[config.mk]
export PLATFORM = sky130hd
export DESIGN_NAME = torus_dor_route
export DESIGN_NICKNAME = d
export VERILOG_FILES = /design/src/rtl/torus_route_pkg.sv /design/src/rtl/torus_ring_dir.sv /design/src/rtl/torus_port_select.sv /design/src/rtl/torus_route_reg.sv /design/src/rtl/torus_dor_route.sv
export SDC_FILE = /design/constraint.sdc
export NUM_CORES = 1
export LEC_CHECK = 0
export BUFFER_PORTS_ARGS = -buffer_cell sky130_fd_sc_hd__buf_2
export CORE_AREA = 2 2 39 41
export CTS_BUF_LIST = sky130_fd_sc_hd__clkbuf_4 sky130_fd_sc_hd__clkbuf_8
export DETAILED_ROUTE_END_ITERATION = 7
export DIE_AREA = 0 0 41 43
export HOLD_SLACK_MARGIN = 0.08
export PLACE_DENSITY = 0.7
export SYNTH_ARGS = -nofsm -noshare
export SYNTH_HDL_FRONTEND = slang
export SYNTH_SLANG_ARGS = --single-unit
[constraint.sdc]
create_clock -name clk -period 4 [get_ports clk]
set_clock_uncertainty 0.2 [all_clocks]
set_input_delay 0.6 -clock clk [delete_from_list [all_inputs] [get_ports clk]]
set_output_delay 0.6 -clock clk [all_outputs]
set_load 0.03 [all_outputs]
[src/rtl/torus_route_pkg.sv]
package torus_route_pkg;

    localparam int unsigned NUM_DIMS = 2;

    typedef enum logic [2:0] {
        PORT_LOCAL = 3'd0,
        PORT_XPOS  = 3'd1,
        PORT_XNEG  = 3'd2,
        PORT_YPOS  = 3'd3,
        PORT_YNEG  = 3'd4
    } port_e;

    // Per-dimension verdict from one ring
    typedef struct packed {
        logic move;   // this dimension still needs correcting
        logic pos;    // travel in the positive direction
        logic vc;     // escape channel needed for the hop
    } dim_hint_t;

    typedef struct packed {
        port_e port;
        logic  vc;
    } route_t;

    // Port code for a given dimension and direction
    function automatic port_e dim_port(input int unsigned dim, input logic pos);
        logic [2:0] code;
        code = 3'(1 + 2 * dim + (pos ? 0 : 1));
        return port_e'(code);
    endfunction

endpackage

[src/rtl/torus_ring_dir.sv]
module torus_ring_dir
    import torus_route_pkg::*;
#(
    parameter int unsigned K  = 4,
    parameter int unsigned CW = $clog2(K)
) (
    input  logic [CW-1:0] src,
    input  logic [CW-1:0] dst,
    input  logic [CW-1:0] here,
    output dim_hint_t     hint
);
    localparam logic [CW:0]   RING_W = (CW+1)'(K);
    localparam logic [CW:0]   HALF_W = (CW+1)'(K / 2);
    localparam logic [CW-1:0] LAST_C = CW'(K - 1);

    logic [CW:0] fwd;
    logic        going_pos;
    logic        passed_wrap;
    logic        on_wrap;

    always_comb begin
        if (dst >= here) begin
            fwd = {1'b0, dst} - {1'b0, here};
        end else begin
            fwd = {1'b0, dst} + RING_W - {1'b0, here};
        end
    end

    assign going_pos = (fwd <= HALF_W);

    always_comb begin
        if (going_pos) begin
            passed_wrap = (here < src);
            on_wrap     = (here == LAST_C);
        end else begin
            passed_wrap = (here > src);
            on_wrap     = (here == '0);
        end
    end

    always_comb begin
        hint.move = (fwd != '0);
        hint.pos  = going_pos;
        hint.vc   = hint.move && (passed_wrap || on_wrap);
    end

endmodule

[src/rtl/torus_port_select.sv]
module torus_port_select
    import torus_route_pkg::*;
#(
    parameter int unsigned NDIM = NUM_DIMS
) (
    input  dim_hint_t hints [NDIM],
    output route_t    pick
);
    route_t stage [NDIM+1];

    assign stage[NDIM] = '{port: PORT_LOCAL, vc: 1'b0};

    // Lowest dimension that still moves wins: fixed correction order
    generate
        for (genvar d = NDIM - 1; d >= 0; d--) begin : g_order
            always_comb begin
                if (hints[d].move) begin
                    stage[d].port = dim_port(d, hints[d].pos);
                    stage[d].vc   = hints[d].vc;
                end else begin
                    stage[d] = stage[d+1];
                end
            end
        end
    endgenerate

    assign pick = stage[0];

endmodule

[src/rtl/torus_route_reg.sv]
module torus_route_reg
    import torus_route_pkg::*;
(
    input  logic   clk,
    input  logic   rst,
    input  logic   load,
    input  route_t next,
    output route_t held,
    output logic   fresh
);
    always_ff @(posedge clk) begin
        if (rst) begin
            held  <= '{port: PORT_LOCAL, vc: 1'b0};
            fresh <= 1'b0;
        end else begin
            fresh <= load;
            if (load) begin
                held <= next;
            end
        end
    end

endmodule

[src/rtl/torus_dor_route.sv]
module torus_dor_route
    import torus_route_pkg::*;
#(
    parameter int unsigned K  = 4,
    parameter int unsigned CW = $clog2(K)
) (
    input  logic          clk,
    input  logic          rst,
    input  logic          head_valid,
    input  logic [CW-1:0] src_x,
    input  logic [CW-1:0] src_y,
    input  logic [CW-1:0] dst_x,
    input  logic [CW-1:0] dst_y,
    input  logic [CW-1:0] self_x,
    input  logic [CW-1:0] self_y,
    output logic [2:0]    route_port,
    output logic          route_vc,
    output logic          route_valid
);
    localparam int unsigned NDIM = NUM_DIMS;

    logic [CW-1:0] src_v  [NDIM];
    logic [CW-1:0] dst_v  [NDIM];
    logic [CW-1:0] self_v [NDIM];
    dim_hint_t     hints  [NDIM];
    route_t        comb_route;
    route_t        reg_route;

    assign src_v[0]  = src_x;
    assign src_v[1]  = src_y;
    assign dst_v[0]  = dst_x;
    assign dst_v[1]  = dst_y;
    assign self_v[0] = self_x;
    assign self_v[1] = self_y;

    generate
        for (genvar d = 0; d < NDIM; d++) begin : g_ring
            torus_ring_dir #(.K(K), .CW(CW)) ring_i (
                .src  (src_v[d]),
                .dst  (dst_v[d]),
                .here (self_v[d]),
                .hint (hints[d])
            );
        end
    endgenerate

    torus_port_select #(.NDIM(NDIM)) sel_i (
        .hints (hints),
        .pick  (comb_route)
    );

    torus_route_reg reg_i (
        .clk   (clk),
        .rst   (rst),
        .load  (head_valid),
        .next  (comb_route),
        .held  (reg_route),
        .fresh (route_valid)
    );

    assign route_port = reg_route.port;
    assign route_vc   = reg_route.vc;

endmodule

==> reports/metrics.yaml <==
critical_path_launch_point_type: "input port"
floorplan.rows: 14
routedWlPerCell_um: 8.918
place_area_um2: 629.4
setup_violation_total_in_the_final_timing_report: 0
max_slew_margin_pct: 77.85
post-cts-setup-buffers: 0
cts_buffers: 3
stdcell_area_um2: 659.4
grt_first_pass_wirelength_um: 1524
syn_area_um2: 518.0
dieHeight_um: 43
power_uw: 194.7
synthesis.nets: 84
p_leak_uw: 0.0003430
criticalPathCategory: "input port to flop"
placed_cells: 93
asyncSetResetFlopFracSynth_pct: 0
worstHoldPathType: "flop to flop"
top_level_pins: 20
grt.total_usage_pct: 12.37
cts_root_buffer: "sky130_fd_sc_hd__clkbuf_4"
cts_max_level: 1
wirelength_um: 865
antenna_left: 0
clk-insertion-delay-late_ps: 230
die_area_um2: 1763
vdd_ir_drop_max_mv: 0.09223
post_cts.resized_instances: 0
buffer_ports.inserted: 19
status: "complete, no violations"
finalCriticalPeriod_ps: 2276
synth.largest_area_cell: "sky130_fd_sc_hd__dfxtp_1"
final_cell_count_no_fill: 97
p_per_area_nw_per_um2: 295.3
antenna_violations_before_repair: 0
synth.area.top_cells: "sky130_fd_sc_hd__dfxtp_1 19%, sky130_fd_sc_hd__ha_1 19%, sky130_fd_sc_hd__inv_1 8.0%"
worst_ep_arrival_time_ps: 2200
setup-tns-final_ps: 0
placeableCoreArea_um2: 1384
timing_max_transition_violations_final: 0
clockBufferDepth: 2
crit_fanout: 4
area_growth_syn_to_layout_pct: 27.29
place.detailed.hpwl_um: 747.2
cts_num_sinks: 5
yosysWarningCount: 0
critical_path.endpoint_type: "flop"
number_of_enable_flip_flop_cells_after_synthesis: 0
grt_max_degree: 11
synthFlopType: "sky130_fd_sc_hd__dfxtp_1"
grt-ovfl-total: 0
max_freq_mhz: 439.4
max_cap_violations: 0
syn_area_per_cell_um2: 8.780
worst-endpoint-required_ps: 3930
post-route-drc-count: 0
initial_core_util_pct: 37.43
overall_die_width_um: 41
post-synth-top-area-fraction_pct: 19.32
firstDrtPassIters: 3
drive_above_1_share_pct: 37.04
post_synth_cell_types: 30
clk_pin_slew_worst_paths_ps: 50
unrepaired_setup_endpoints_after_global_routing: "no"
nNetsFinal: 107
final_hold_viol_count: 0
portion_of_the_post_synthesis_area_used_by_sequential_elements_pct: 19.32
post_drt_via_cell_ratio: 4.825
dr_total_vias: 468
cts_tree: "yes"
postCtsHoldBufs: 0
grt_pass1_vias: 405
gp_congestion: 0.7326
count_of_state_elements_after_synthesis: 5
worstMarginPinSlew_ps: 328.8
drt_first_iter_violations: 2
antenna_cells_inserted: 0
final_min_period_over_clock_period_pct: 56.89
synth_cells: 59
[cell families after synthesis]
family / synth area share, %
simple gates: 18.36
compound gates: 21.26
buf+inv: 9.419
fa+ha+maj: 27.05
flops: 19.32
mux: 4.589
[metal layers]
metal / share of wire, % / GRT usage (%)
met5: 0 / 0
met4: 0 / 6.000
met3: 6.2 / 3.141
met2: 48 / 19.06
met1: 46 / 15.21
[path summary, 6_finish.rpt]
| kind | endpoint | from | slack [ps] | depth (start not counted) |
|---|---|---|---|---|
| worst max-delay path | reg_i.held[0] | self_y[0] | 1720 | 7 |
| worst min-delay path | reg_i.held[3] | reg_i.held[3] | 260 | 2 |
| worst max register to register | reg_i.held[0] | reg_i.held[0] | 3040 | 2 |
| worst min register to register | reg_i.held[3] | reg_i.held[3] | 260 | 2 |
[sequential cells by signal (all words and copies together) (netlist names)]
name,count
reg_i.held,4
reg_i.fresh,1
[layout by cell type (no fill, tap or decap), drive strengths merged, types with 2 or more instances in the layout]
| cell type | synthesis | final |
|---|---|---|
| ha | 8 | 8 |
| a21oi | 3 | 3 |
| nor2b | 3 | 3 |
| fa | 2 | 2 |
| dfxtp | 5 | 5 |
| nand2 | 2 | 2 |
| nand2b | 2 | 2 |
| clkbuf | 1 | 4 |
| buf | 0 | 19 |
| mux2i | 2 | 2 |
| inv | 12 | 12 |
| o21ai | 2 | 2 |
| nor2 | 3 | 3 |
| nand3 | 2 | 2 |
[worst max-delay path, stage by stage]
cell and delay [ps]:
sky130_fd_sc_hd__buf_2 120, sky130_fd_sc_hd__ha_1 180, sky130_fd_sc_hd__inv_1 60, sky130_fd_sc_hd__fa_1 440
sky130_fd_sc_hd__o21ai_0 320, sky130_fd_sc_hd__a221oi_1 140, sky130_fd_sc_hd__a2111oi_2 340
[per-stage QoR]
step                      hold WS, ps  utilization, %  worst slack [ps]
after floorplan                 387.8               -              1660
after global placement          250.9           45.48              1494
after detailed placement        258.8           45.48              1460
after CTS                       266.3           47.65              1702
after global routing            285.7           47.65              1538
final                           263.0           47.65              1724
[report_power, final]
group          switching (uW)  internal, uW  leakage (uW)
registers                1.80          54.2     0.0000414
logic                    40.7          33.3      0.000283
clock network            20.2          44.4     0.0000184
[area by class of cell]
type,count,area [um^2]
fillers,151,724.4
multi-input cells,41,369.1
flip-flops and latches,5,100.1
repair buffers,19,95.09
inverters,12,45.04
clock buffers,4,30.03
well taps,16,20.02
[Yosys cell counts (all sizes together) (2+ instances only)]
cell	number
inv	12
ha	8
dfxtp	5
a21oi	3
nor2	3
nor2b	3
fa	2
mux2i	2
nand2	2
nand2b	2
nand3	2
o21ai	2
Note: power is estimated with default switching activity, not from simulation.
